--- src/rtl/udp_cmd_pkg.sv ---
package udp_cmd_pkg;
   // byte offsets counted from the first destination-MAC byte
   localparam int OFS_ETYPE_HI  = 12;
   localparam int OFS_ETYPE_LO  = 13;
   localparam int OFS_VER_IHL   = 14;
   localparam int OFS_FRAG_HI   = 20;
   localparam int OFS_FRAG_LO   = 21;
   localparam int OFS_PROTO     = 23;
   localparam int OFS_DST_IP    = 30;
   localparam int OFS_DST_PORT  = 36;
   localparam int OFS_PAYLOAD   = 42;
   localparam int PORT_BYTES    = 2;
   localparam int IP_BYTES      = 4;

   localparam logic [7:0] ETYPE_HI_IPV4 = 8'h08;
   localparam logic [7:0] ETYPE_LO_IPV4 = 8'h00;
   localparam logic [7:0] VER_IHL_PLAIN = 8'h45;
   localparam logic [7:0] PROTO_UDP     = 8'd17;
   // more-fragments flag and upper offset bits
   localparam logic [7:0] FRAG_HI_MASK  = 8'h3F;
endpackage

--- src/rtl/frame_pos_counter.sv ---
module frame_pos_counter #(
   parameter int MAX_COUNT = 46,
   localparam int CNT_W = $clog2(MAX_COUNT + 1)
) (
   input  logic             clk,
   input  logic             rst_n,
   input  logic             beat_valid,
   input  logic             beat_sof,
   input  logic             beat_eof,
   output logic [CNT_W-1:0] idx,
   output logic             take
);
   logic [CNT_W-1:0] cnt_q;
   logic             in_frame_q;
   logic [CNT_W-1:0] cnt_nxt;

   assign idx     = beat_sof ? '0 : cnt_q;
   assign take    = beat_valid && (beat_sof || in_frame_q);
   assign cnt_nxt = (idx == CNT_W'(MAX_COUNT)) ? idx : idx + 1'b1;

   always_ff @(posedge clk) begin
      if (!rst_n) begin
         cnt_q      <= '0;
         in_frame_q <= 1'b0;
      end else if (take) begin
         cnt_q      <= cnt_nxt;
         in_frame_q <= !beat_eof;
      end
   end

   a_r11_gap_holds_position: assert property (@(posedge clk) disable iff (!rst_n)
      !beat_valid |=> $stable(cnt_q));
   a_r12_sof_restarts: assert property (@(posedge clk) disable iff (!rst_n)
      (beat_valid && beat_sof) |=> (cnt_q == CNT_W'(1)));
   a_r12_eof_closes: assert property (@(posedge clk) disable iff (!rst_n)
      (take && beat_eof) |=> !in_frame_q);
endmodule

--- src/rtl/udp_hdr_check.sv ---
module udp_hdr_check
   import udp_cmd_pkg::*;
#(
   parameter int CNT_W = 6
) (
   input  logic             clk,
   input  logic             rst_n,
   input  logic             take,
   input  logic             sof,
   input  logic             err,
   input  logic [CNT_W-1:0] idx,
   input  logic [7:0]       byte_in,
   input  logic [31:0]      node_ip,
   output logic             ok_now
);
   logic ok_q;
   logic byte_ok;
   int   pos;

   always_comb begin
      pos     = int'(idx);
      byte_ok = 1'b1;
      if (pos == OFS_ETYPE_HI) byte_ok = (byte_in == ETYPE_HI_IPV4);
      if (pos == OFS_ETYPE_LO) byte_ok = (byte_in == ETYPE_LO_IPV4);
      if (pos == OFS_VER_IHL)  byte_ok = (byte_in == VER_IHL_PLAIN);
      if (pos == OFS_FRAG_HI)  byte_ok = ((byte_in & FRAG_HI_MASK) == 8'h00);
      if (pos == OFS_FRAG_LO)  byte_ok = (byte_in == 8'h00);
      if (pos == OFS_PROTO)    byte_ok = (byte_in == PROTO_UDP);
      for (int k = 0; k < IP_BYTES; k++) begin
         if (pos == OFS_DST_IP + k) byte_ok = (byte_in == node_ip[8*(IP_BYTES-1-k) +: 8]);
      end
   end

   assign ok_now = (sof ? 1'b1 : ok_q) && byte_ok && !err;

   always_ff @(posedge clk) begin
      if (!rst_n)    ok_q <= 1'b0;
      else if (take) ok_q <= ok_now;
   end

   a_r9_err_spoils_frame: assert property (@(posedge clk) disable iff (!rst_n)
      (take && err) |=> !ok_q);
   a_r9_spoiled_stays: assert property (@(posedge clk) disable iff (!rst_n)
      (take && !sof && !ok_q) |=> !ok_q);
endmodule

--- src/rtl/byte_field_capture.sv ---
module byte_field_capture #(
   parameter int CNT_W  = 6,
   parameter int OFS    = 36,
   parameter int NBYTES = 2
) (
   input  logic                clk,
   input  logic                rst_n,
   input  logic                take,
   input  logic [CNT_W-1:0]    idx,
   input  logic [7:0]          byte_in,
   output logic [8*NBYTES-1:0] field_now
);
   int pos;
   assign pos = int'(idx);

   for (genvar g = 0; g < NBYTES; g++) begin : g_lane
      localparam int LANE_POS = OFS + g;
      logic [7:0] lane_q;
      logic       hit;

      assign hit = take && (pos == LANE_POS);

      always_ff @(posedge clk) begin
         if (!rst_n)   lane_q <= 8'h00;
         else if (hit) lane_q <= byte_in;
      end

      // first byte on the wire is the most significant
      assign field_now[8*(NBYTES-1-g) +: 8] = hit ? byte_in : lane_q;
   end
endmodule

--- src/rtl/udp_cmd_decoder.sv ---
module udp_cmd_decoder
   import udp_cmd_pkg::*;
#(
   parameter int ADDR_W          = 16,
   parameter int DATA_W          = 32,
   parameter int MIN_FRAME_BYTES = 46
) (
   input  logic              clk,
   input  logic              rst_n,
   input  logic              rx_valid,
   input  logic              rx_sof,
   input  logic              rx_eof,
   input  logic              rx_err,
   input  logic [7:0]        rx_data,
   input  logic [31:0]       node_ip,
   output logic              wr_en,
   output logic [ADDR_W-1:0] wr_addr,
   output logic [DATA_W-1:0] wr_data
);
   localparam int DATA_BYTES = DATA_W / 8;
   localparam int CNT_W      = $clog2(MIN_FRAME_BYTES + 1);

   initial begin : p_param_checks
      assert (DATA_W % 8 == 0 && DATA_W >= 8) else $fatal(1, "DATA_W must be a whole number of bytes");
      assert (ADDR_W >= 1 && ADDR_W <= 16) else $fatal(1, "ADDR_W must be 1..16");
      assert (MIN_FRAME_BYTES >= OFS_PAYLOAD + DATA_BYTES)
         else $fatal(1, "MIN_FRAME_BYTES must cover the payload word");
   end

   logic [CNT_W-1:0]        idx;
   logic                    take;
   logic                    ok_now;
   logic [8*PORT_BYTES-1:0] port_now;
   logic [DATA_W-1:0]       data_now;
   logic [ADDR_W-1:0]       addr_now;
   logic                    long_enough;
   logic                    fire;

   frame_pos_counter #(.MAX_COUNT(MIN_FRAME_BYTES)) u_pos (
      .clk       (clk),
      .rst_n     (rst_n),
      .beat_valid(rx_valid),
      .beat_sof  (rx_sof),
      .beat_eof  (rx_eof),
      .idx       (idx),
      .take      (take)
   );

   udp_hdr_check #(.CNT_W(CNT_W)) u_hdr (
      .clk    (clk),
      .rst_n  (rst_n),
      .take   (take),
      .sof    (rx_sof),
      .err    (rx_err),
      .idx    (idx),
      .byte_in(rx_data),
      .node_ip(node_ip),
      .ok_now (ok_now)
   );

   byte_field_capture #(.CNT_W(CNT_W), .OFS(OFS_DST_PORT), .NBYTES(PORT_BYTES)) u_port (
      .clk      (clk),
      .rst_n    (rst_n),
      .take     (take),
      .idx      (idx),
      .byte_in  (rx_data),
      .field_now(port_now)
   );

   byte_field_capture #(.CNT_W(CNT_W), .OFS(OFS_PAYLOAD), .NBYTES(DATA_BYTES)) u_data (
      .clk      (clk),
      .rst_n    (rst_n),
      .take     (take),
      .idx      (idx),
      .byte_in  (rx_data),
      .field_now(data_now)
   );

   if (ADDR_W == 8 * PORT_BYTES) begin : g_addr_full
      assign addr_now = port_now;
   end else begin : g_addr_trim
      logic [8*PORT_BYTES-ADDR_W-1:0] unused_hi;
      assign unused_hi = port_now[8*PORT_BYTES-1:ADDR_W];
      assign addr_now  = port_now[ADDR_W-1:0];
   end

   assign long_enough = int'(idx) >= MIN_FRAME_BYTES - 1;
   assign fire        = take && rx_eof && ok_now && long_enough;

   always_ff @(posedge clk) begin
      if (!rst_n) begin
         wr_en   <= 1'b0;
         wr_addr <= '0;
         wr_data <= '0;
      end else begin
         wr_en <= fire;
         if (fire) begin
            wr_addr <= addr_now;
            wr_data <= data_now;
         end
      end
   end

   a_r13_single_pulse: assert property (@(posedge clk) disable iff (!rst_n)
      wr_en |=> !wr_en);
   a_r2_follows_eof: assert property (@(posedge clk) disable iff (!rst_n)
      wr_en |-> $past(rx_valid && rx_eof));
   a_r9_no_write_on_err: assert property (@(posedge clk) disable iff (!rst_n)
      wr_en |-> !$past(rx_valid && rx_err));
   a_r13_outputs_hold: assert property (@(posedge clk) disable iff (!rst_n)
      !wr_en |-> ($stable(wr_addr) && $stable(wr_data)));
endmodule

--- config.mk ---
export PLATFORM = sky130hd
export DESIGN_NAME = udp_cmd_decoder
export DESIGN_NICKNAME = d
export VERILOG_FILES = /design/src/rtl/udp_cmd_pkg.sv /design/src/rtl/frame_pos_counter.sv /design/src/rtl/udp_hdr_check.sv /design/src/rtl/byte_field_capture.sv /design/src/rtl/udp_cmd_decoder.sv
export SDC_FILE = /design/constraint.sdc
export NUM_CORES = 1
export LEC_CHECK = 0
export CAP_MARGIN = 25
export CORE_MARGIN = 3
export CORE_UTILIZATION = 25
export CTS_BUF_LIST = sky130_fd_sc_hd__clkbuf_8
export CTS_CLUSTER_DIAMETER = 100
export CTS_CLUSTER_SIZE = 12
export DETAILED_ROUTE_END_ITERATION = 6
export PLACE_DENSITY = 0.47
export RECOVER_POWER = 50
export SKIP_LAST_GASP = 1
export SLEW_MARGIN = 10
export SYNTH_ARGS = -nofsm -noshare
export SYNTH_HDL_FRONTEND = slang
export SYNTH_SLANG_ARGS = --single-unit
--- constraint.sdc ---
create_clock -name clk -period 2.5 [get_ports clk]
set_input_delay 0.375 -clock clk [delete_from_list [all_inputs] [get_ports clk]]
set_output_delay 0.375 -clock clk [all_outputs]
set_load 0.005 [all_outputs]
---- Yosys cells after proc, flatten, opt, wreduce, memory -nomap -nowiden ----
Index checks and enable logic that the tools add are counted.
word-level totals
  register bits ........................... 105
  input bits .............................. 46
  output and inout bits ................... 49
  word-level logic and storage cells ...... 74
operators by class
  add/subtract/negate cells ............... 1
  order comparisons ....................... 1
  eq/ne operators ......................... 24
  multiplexer cells ....................... 19
  reductions and logical operators ........ 17
operators with widths
  cell                 count
  $eq 6x6->1 const B   14
  $mux 8               6
  $eq 8x8->1           4
  $eq 6x5->1 const B   3
  $logic_not 8->1      2
  $logic_and 1x1->1    12
  $mux 6               2
  $mux 1               11
  $eq 8x4->1 const B   1
  $eq 8x5->1 const B   1
  $eq 8x7->1 const B   1
  $add 6x1->6 const B  1
  $ge 6x6->1 const B   1
  $logic_not 1->1      2
  $logic_or 1x1->1     1

---- Longest topological paths before layout ----
Gate-level depths: netlist of run 1.
  depth in word-level cells ............... 16
  gate-level depth with buffers ........... 10
  mapped depth without buffers ............ 9

---- Cells and area by module ----
From an unflattened synthesis of run 1, not the netlist that was laid out.
second synthesis, totals
  cells, all modules ...................... 586
  area total of the unflattened synthesis .. 5554.1 um2
modules (own cells, without submodules)
  module                        times used  cells an instance  area an instance (um2)  seq. area each (um2)
  udp_cmd_decoder               1           214                1946.9                  980.9
  byte_field_capture at u_data  1           154                1691.6                  640.6
  byte_field_capture at u_port  1           81                 844.6                   320.3
  udp_hdr_check                 1           87                 671.9                   20.0
  frame_pos_counter             1           50                 399.1                   140.1

---- Worst setup path before layout of run 1 ----
No wires, ideal clock.
  path kind ............................... input-to-reg
  start point ............................. in rx_sof
  end point ............................... reg wr_data[24]
  library setup time ...................... 116 ps
  arrival time ............................ 1882 ps
  data required time ...................... 2384 ps
  setup slack ............................. 502 ps
  stages on the path ...................... 7
  buffers on the path ..................... 1
  cell sequence ........................... clkbuf_1 > nand2b_1 > ha_1 > nand4_1 > mux2i_1 > nand2_1 > o211a_1
on the way
  word-level cells in the longest chain between the ends .. 16
  elaborated cells on any way between the ends .. 33
  classes of those cells .................. order compare (1); eq/ne (11); mux (13); reduce/logical (8)
RTL lines
  what                            RTL line                 source
  from (decl)                     udp_cmd_decoder.sv:11    input logic rx_sof,
  $mux 6                          frame_pos_counter.sv:17  assign idx = beat_sof ? '0 : cnt_q;
  $eq 6x5->1                      udp_hdr_check.sv:23      if (pos == OFS_ETYPE_HI) byte_ok = (byte_in == ETYPE_HI_IPV4);
  $mux 1                          udp_hdr_check.sv:23
  $mux 1                          udp_hdr_check.sv:24      if (pos == OFS_ETYPE_LO) byte_ok = (byte_in == ETYPE_LO_IPV4);
  $mux 1                          udp_hdr_check.sv:25      if (pos == OFS_VER_IHL) byte_ok = (byte_in == VER_IHL_PLAIN);
  $mux 1                          udp_hdr_check.sv:26      if (pos == OFS_FRAG_HI) byte_ok = ((byte_in & FRAG_HI_MASK) == 8'h00);
  $mux 1                          udp_hdr_check.sv:27      if (pos == OFS_FRAG_LO) byte_ok = (byte_in == 8'h00);
  $mux 1                          udp_hdr_check.sv:28      if (pos == OFS_PROTO) byte_ok = (byte_in == PROTO_UDP);
  $mux 1 (4 in a row)             udp_hdr_check.sv:30      if (pos == OFS_DST_IP + k) byte_ok = (byte_in == node_ip[8*(IP_BYTES-1-k) +: 8]);
  $logic_and 1x1->1 (2 in a row)  udp_hdr_check.sv:34      assign ok_now = (sof ? 1'b1 : ok_q) && byte_ok && !err;
  $logic_and 1x1->1 (2 in a row)  udp_cmd_decoder.sv:88    assign fire = take && rx_eof && ok_now && long_enough;
  to (signal assigned)            udp_cmd_decoder.sv:99    wr_data <= data_now;
  to (decl)                       udp_cmd_decoder.sv:18    output logic [DATA_W-1:0] wr_data
Parallel ways exist; a longest one is shown, timed or not.
A chain may end at the register's enable or synchronous reset.

---- Worst setup path in the final report of run 1 ----
  start point ............................. in rx_sof
  end point ............................... reg wr_addr[2]
on the way
  word-level cells in the longest chain between the ends .. 16
  elaborated cells on any way between the ends .. 33
  classes of those cells .................. order compare (1); eq/ne (11); mux (13); reduce/logical (8)
RTL lines
  what                            RTL line                 source
  $mux 6                          frame_pos_counter.sv:17
  $eq 6x5->1                      udp_hdr_check.sv:23
  $mux 1                          udp_hdr_check.sv:23
  $mux 1                          udp_hdr_check.sv:24
  $mux 1                          udp_hdr_check.sv:25
  $mux 1                          udp_hdr_check.sv:26
  $mux 1                          udp_hdr_check.sv:27
  $mux 1                          udp_hdr_check.sv:28
  $mux 1 (4 in a row)             udp_hdr_check.sv:30
  $logic_and 1x1->1 (2 in a row)  udp_hdr_check.sv:34
  $logic_and 1x1->1 (2 in a row)  udp_cmd_decoder.sv:88
  to (signal assigned)            udp_cmd_decoder.sv:98    wr_addr <= addr_now;
  to (decl)                       udp_cmd_decoder.sv:17    output logic [ADDR_W-1:0] wr_addr,
Parallel ways exist; a longest one is shown, timed or not.

==> run metrics, run 1 <==
worst skew pair latency=0.38 ns; total CTS buffers=9; fillcell total=1826; synthesized area=4690 µm²; DR WL/cell=16.0 µm; arrival time at the worst endpoint=2.56 ns; Remaining Overflow, GRT=0; Synth Net Count=523; ys async rst share=0%; setup slack after placement=-0.143 ns; cells after synthesis=475; FP Rows=49; die height=143 µm; max cap viols=0; post-CTS setup buffers=0; final hold vios=0; Max transition margin=58.3%; Initial Utilization=25.8%; most common cell after layout, fill and taps aside=dfxtp_1; Ports=95; die area=20400 µm²; RSZ-0062 raised after global routing=false; CTS tree=built; largest net degree at the start of global routing=52; status=complete, no violations; Final Critical Period=2.29 ns; # setup viols final=0; # diodes=0; period utilization=91.6%; leak pwr=0.00311 µW; Area Overhead vs Synth=34.1%; CORE AREA=18200 µm²; Hold-fix buffers, CTS=0; CP Data Required Time=2.77 ns; setup slack after layout=0.209 ns; port bufs=94; Sink Count=105; most frequent cells in the layout=dfxtp_1, nand2_1, nor2b_1, dlygate4sd3_1; DPL Wire Length=8.83 mm; post-layout util=34.5%; CP endpoint kind=register; Slew Viols, Final=0; dpl cells=793; crit start category=input pin; Clock Skew=0.0137 ns; HP Class=input pin to register; Starting DRT DRC Count=259; Ys Warns=0; Routed WL=12.9 mm; Routed Antenna Nets=0; Die Wd=143 µm; Tot Pwr=3100 µW; post-route insts no fill=809; Worst-path clk slew=0.10 ns; number of global-route vias before repair=3743; vias post-DR=3772; Slew @ Worst Pin=0.625 ns; TritonRoute pass-1 iters=6; Power Dens Cells=493 nW/µm²; Main synth FF type=dfxtp_1; Seq/Total Area, Yosys=44.8%; Residual DRC=0; Post-CTS Resized=0; first-pass GRT wire length=20.4 mm; Root Buffer=clkbuf_8; Vias/cell=4.66; final instance area=6290 µm²; H-tree depth=3; worst setup path category=input pin to register; Peak VDD IR=0.000218 V; f_max=0.437 GHz; Yosys reg bits=105; number of enable flip-flop cells after synthesis=0; GRT Resource Usage Total=12.9%; Final nets=623; Unique masters post-synth=46; initial antenna violation count=0; GPL Wtd Cong=0.829; Mean Syn Cell Area=9.88 µm²; placed cell area=6090 µm²; clock buffer depth=2; CP max FO=51; layout cells sized above 1=9.48%
[through the flow]
| step | hold slack [ns] | setup TNS, ns |
|---|---|---|
| finish | 0.456 | 0 |
| floorplan | 0.478 | 0 |
| detailed placement | 0.485 | -4.83 |
| global route | 0.466 | 0 |
| CTS | 0.449 | 0 |
| global placement | 0.483 | -3.66 |
[worst max-delay path, stage by stage]
cell	delay [ns]
clkdlybuf4s50_1	0.48
buf_4	0.20
nor3b_1	0.33
nor3b_2	0.38
a311oi_4	0.18
buf_12	0.26
buf_4	0.16
o211a_1	0.20
[path summary, 6_finish.rpt]
kind,start,end,slack [ns],cells after the start
hold / removal,rst_n,u_pos.in_frame_q$_SDFFE_PN0P_,0.46,3
setup reg to reg,u_pos.cnt_q[5]$_SDFFE_PN0P_,wr_addr[2]$_SDFFE_PN0P_,0.30,6
hold reg to reg,wr_data[3]$_SDFFE_PN0P_,wr_data[3]$_SDFFE_PN0P_,0.50,1
setup / recovery,rx_sof,wr_addr[2]$_SDFFE_PN0P_,0.21,8
[power breakdown]
group,switching (µW),total (µW),leakage (µW),internal (µW)
Sequential,5.39,1680,0.000846,1670
Combinational,128,265,0.00216,138
Clock,594,1160,0.000103,564
Total,727,3100,0.00311,2380
[logic make-up (layout without fill, tap and decap cells)]
kind of cell / Yosys count / in the layout / share of synthesized area (%)
simple gates: 164 / 164 / 19.0
flops: 105 / 105 / 44.8
compound gates: 79 / 79 / 14.9
mux: 48 / 48 / 10.2
buf+inv: 43 / 148 / 4.08
xor+xnor: 34 / 34 / 6.35
fa+ha+maj: 2 / 2 / 0.533
[routing by layer]
metal	part of all wire, %	up-vias	GRT usage [%]
met1	47	1818	16.8
met4	1.5	0	4.00
li1	-	1859	-
met2	47	80	20.9
met5	0	-	0
met3	4.5	15	3.35
[flip-flops by register name, indices dropped and copies added, names as in the netlist]
signal / count
wr_addr: 16
u_port.g_lane.lane_q: 16
wr_en: 1
u_data.g_lane.lane_q: 32
u_hdr.ok_q: 1
wr_data: 32
u_pos.cnt_q: 6
u_pos.in_frame_q: 1
[cell type report]
cell class	instances	area [µm²]	share of cell area, %
Sequential cell	105	2100	33.4
Inverter	3	11.3	0.179
Timing Repair Buffer	129	1270	20.3
Tap cell	229	287	4.55
Clock inverter	7	95.1	1.51
Clock buffer	9	124	1.97
Multi-Input combinational cell	327	2400	38.1
[synth_stat cells, drive strengths merged (3+ instances only)]
| master | n | share of area [%] |
|---|---|---|
| dfxtp | 105 | 45 |
| nand2 | 57 | 4.6 |
| nor2b | 51 | 6.8 |
| mux2i | 48 | 10 |
| o211a | 48 | 10 |
| clkbuf | 21 | 1.7 |
| xnor2 | 20 | 3.7 |
| buf | 19 | 2.2 |
| xor2 | 14 | 2.6 |
| nand4 | 11 | 1.5 |
| nor2 | 10 | 0.85 |
| a21oi | 7 | 0.75 |
| o21ai | 7 | 0.75 |
| nor3 | 6 | 0.64 |
| nand2b | 5 | 0.67 |
| nor4 | 4 | 0.53 |
| a31oi | 3 | 0.40 |
| and4 | 3 | 0.56 |
| inv | 3 | 0.24 |
| nor3b | 3 | 0.83 |
(Power assumes the default switching activity.)
==> run 2: changes to the inputs <==
--- a/config.mk
+++ b/config.mk
@@ -12,10 +12,11 @@
 export CTS_CLUSTER_DIAMETER = 100
 export CTS_CLUSTER_SIZE = 12
 export DETAILED_ROUTE_END_ITERATION = 6
-export PLACE_DENSITY = 0.47
+export PLACE_DENSITY = 0.46
 export RECOVER_POWER = 50
 export SKIP_LAST_GASP = 1
 export SLEW_MARGIN = 10
 export SYNTH_ARGS = -nofsm -noshare
 export SYNTH_HDL_FRONTEND = slang
+export SYNTH_HIERARCHICAL = 1
 export SYNTH_SLANG_ARGS = --single-unit
==> run metrics, run 2 <==
RSZ-0062 raised after global routing=true (was false); vias post-DR=4609 (was 3772); first-pass GRT wire length=25.6 mm (was 20.4 mm); CP Data Required Time=2.83 ns (was 2.77 ns); Worst-path clk slew=0.11 ns (was 0.10 ns); CP max FO=8 (was 51); CORE AREA=21400 µm² (was 18200 µm²); Area Overhead vs Synth=43.2% (was 34.1%); Main synth FF type=dfxtp_1 (unchanged); Routed WL=16.3 mm (was 12.9 mm); Comb power frac=11.2% (was 8.6%); H-tree depth=3 (unchanged); Hold-fix buffers, CTS=0 (unchanged); period utilization=101% (was 91.6%); most common cell after layout, fill and taps aside=nand2_1 (was dfxtp_1); clock buffer depth=2 (unchanged); Clock Skew=0.0131 ns (was 0.0137 ns); largest stage delay on the critical path=0.31 ns (was 0.48 ns); ys async rst share=0% (unchanged); NetSw=875 µW (was 727 µW); Final nets=794 (was 623); HP Class=input pin to register (unchanged); worst skew pair latency=0.40 ns (was 0.38 ns); die height=155 µm (was 143 µm); Buf+Inv Stages, Crit Path=6 (was 4); Yosys reg bits=105 (unchanged); CTS tree=built (unchanged); # diodes=0 (unchanged); Root Buffer=clkbuf_8 (unchanged); Residual DRC=0 (unchanged); most used cell, CP=buf_12 (was buf_4); Remaining Overflow, GRT=0 (unchanged); setup slack after placement=-0.576 ns (was -0.143 ns); Synth Net Count=632 (was 523); leak pwr=0.00317 µW (was 0.00311 µW); dpl cells=984 (was 793); worst setup path category=input pin to register (unchanged); Seq/Total Area, Yosys=37.8% (was 44.8%); Synth top area share=37.8% (was 44.8%); number of enable flip-flop cells after synthesis=0 (unchanged); Unique masters post-synth=58 (was 46); number of global-route vias before repair=4726 (was 3743); Peak VDD IR=0.000215 V (was 0.000218 V); die area=24000 µm² (was 20400 µm²); Die Wd=155 µm (was 143 µm); FP Rows=53 (was 49); count leader, synth=nand2_1 (was dfxtp_1); setup TNS=-0.155 ns (was 0 ns); synth top area cells=dfxtp_1, mux2i_1, nand2_1 (was dfxtp_1, mux2i_1, o211a_1); DR WL/cell=15.9 µm (was 16.0 µm); Tot Pwr=3110 µW (was 3100 µW); Max transition margin=44.8% (was 58.3%); synthesized area=5550 µm² (was 4690 µm²); fillcell total=2154 (was 1826); crit start category=input pin (unchanged); largest registers=u_data/g_lane.lane_q (32), wr_data (32) (was u_data.g_lane.lane_q (32), wr_data (32)); largest net degree at the start of global routing=48 (was 52); final hold vios=0 (unchanged); sw frac=28.1% (was 23.4%); most frequent cells in the layout=nand2_1, dfxtp_1, mux2i_1, buf_4, clkdlybuf4s50_1 (was dfxtp_1, nand2_1, nor2b_1, dlygate4sd3_1); final instance area=7950 µm² (was 6290 µm²); Power Dens Cells=391 nW/µm² (was 493 nW/µm²); post-route insts no fill=1028 (was 809); total CTS buffers=9 (unchanged); Final Critical Period=2.52 ns (was 2.29 ns); # setup viols final=14 (was 0); cells after synthesis=586 (was 475); Routed Antenna Nets=0 (unchanged); status=finished with violations (was complete, no violations); DPL Wire Length=11.0 mm (was 8.83 mm); GPL Wtd Cong=0.832 (was 0.829); placed cell area=7280 µm² (was 6090 µm²); Post-synth top cells=nand2_1, dfxtp_1, mux2i_1, mux2_2, xor2_1 (was dfxtp_1, nand2_1, nor2b_1, mux2i_1, o211a_1); biggest area consumer among synthesized cells=dfxtp_1 (unchanged); Ports=95 (unchanged); Slowest-stage cell, CP=nor4_2 (was clkdlybuf4s50_1); Starting DRT DRC Count=250 (was 259); setup slack after layout=-0.0247 ns (was 0.209 ns); sequential power share=53.9% (was 54.1%); CP endpoint kind=register (unchanged); Pint=2240 µW (was 2380 µW); failing checks=negative setup slack; Mean Syn Cell Area=9.48 µm² (was 9.88 µm²); f_max=0.396 GHz (was 0.437 GHz); Slew Viols, Final=0 (unchanged); Crit path max-delay family=buffers and inverters (unchanged); port bufs=94 (unchanged); layout cells sized above 1=26.0% (was 9.48%); Vias/cell=4.48 (was 4.66); Ys Warns=6 (was 0); Sink Count=105 (unchanged); Initial Utilization=25.9% (was 25.8%); arrival time at the worst endpoint=2.85 ns (was 2.56 ns); initial antenna violation count=0 (unchanged); TritonRoute pass-1 iters=4 (was 6); Slew @ Worst Pin=0.826 ns (was 0.625 ns); GRT Resource Usage Total=13.4% (was 12.9%); critical-path cell list=dlygate4sd2_1, buf_6, buf_4, xor2_1, nor4_2, a21oi_1, nor2_1, a41oi_2, o21ai_1, and2_1, nand4_1, a21oi_4, buf_12, buf_12, buf_16, mux2i_1 (was clkdlybuf4s50_1, buf_4, nor3b_1, nor3b_2, a311oi_4, buf_12, buf_4, o211a_1); max cap viols=0 (unchanged); Clk pwr share=34.9% (was 37.3%)
[run 2: changes by cell type in the layout (fill, tap and decap cells not counted), sizes merged, moves of 6 or more]
cell	previous run	this run
nor2b	51	6
mux2i	48	96
buf	33	93
o211a	48	0
mux2	0	49
xnor2	20	14
dlygate4sd3	49	42
nand2	57	169
nand4	11	5
[run 2: power groups by stage]
stage | Clock, µW | Sequential, µW | Combinational, µW
after global routing | 1190 | 1680 | 376
after global placement | 0 | 1720 | 327
final | 1090 | 1680 | 348
after floorplan | 0 | 1720 | 139
after detailed placement | 0 | 1720 | 328
after CTS | 1120 | 1680 | 348
[run 2: tightest hold or removal path: cells and delay by family]
family	cells	cell delay, ns
mux	1	0.05
simple gates	1	0.11
buf+inv	1	0.23
[run 2: timing repair]
item,in CTS,in global routing
gates cloned,4,2
setup endpoints to repair,49,49
hold endpoints to repair,0,0
pin swaps,12,13
gates resized for setup,29,15
buffers inserted,17,5
[run 2: logic make-up (layout without fill, tap and decap cells)]
| logic type | after synthesis | count (layout) | share of synthesized area, % |
|---|---|---|---|
| compound gates | 27 | 27 | 3.29 |
| xor+xnor | 32 | 32 | 5.05 |
| buf+inv | 44 | 211 | 5.32 |
| flops | 105 | 105 | 37.8 |
| mux | 145 | 145 | 27.9 |
| simple gates | 233 | 233 | 20.6 |
[run 2: worst paths after layout]
check	slack (ns)	start	depth (start not counted)	to
worst max register to register	-0.02	u_pos/cnt_q[3]$_SDFFE_PN0P_	13	wr_data[4]$_SDFFE_PN0P_
worst min register to register	0.46	wr_data[1]$_SDFFE_PN0P_	2	wr_data[1]$_SDFFE_PN0P_
worst min-delay path	0.41	rst_n	3	wr_data[21]$_SDFFE_PN0P_
worst max-delay path	-0.02	rx_data[5]	16	wr_data[4]$_SDFFE_PN0P_
[run 2: per-stage QoR]
step	hold WS, ns	util, %
2_1_floorplan	0.432	-
3_3_place_gp	0.441	34.0
3_5_place_dp	0.445	34.0
4_1_cts	0.406	36.5
5_1_grt	0.422	37.1
6_report	0.415	37.1
[run 2: final cells by class]
cell class / count / area (µm²) / share of cell area (%)
timing repair buffer: 190 / 2000 / 25.1
tap: 275 / 344 / 4.33
clock inverter: 7 / 70.1 / 0.881
sequential: 105 / 2110 / 26.5
clock buffer: 9 / 124 / 1.56
multi-input combinational: 437 / 3290 / 41.4
inverter: 5 / 18.8 / 0.236
[run 2: layer usage]
metal | up-vias | wire (µm) | part of all wire, % | track usage (%)
li1 | 2339 | - | - | -
met1 | 2164 | 7690 | 47 | 17.9
met2 | 92 | 7670 | 47 | 21.7
met3 | 14 | 747 | 4.6 | 3.03
met4 | 0 | 235 | 1.4 | 3.99
met5 | - | 0 | 0 | 0
==> run 3: changes to the inputs <==
--- a/config.mk
+++ b/config.mk
@@ -8,7 +8,7 @@
 export CAP_MARGIN = 25
 export CORE_MARGIN = 3
 export CORE_UTILIZATION = 25
-export CTS_BUF_LIST = sky130_fd_sc_hd__clkbuf_8
+export CTS_BUF_LIST = sky130_fd_sc_hd__clkbuf_4 sky130_fd_sc_hd__clkbuf_8
 export CTS_CLUSTER_DIAMETER = 100
 export CTS_CLUSTER_SIZE = 12
 export DETAILED_ROUTE_END_ITERATION = 6
==> results of run 3 <==
The final DEF is identical to that of run 2; final timing and power are the same.
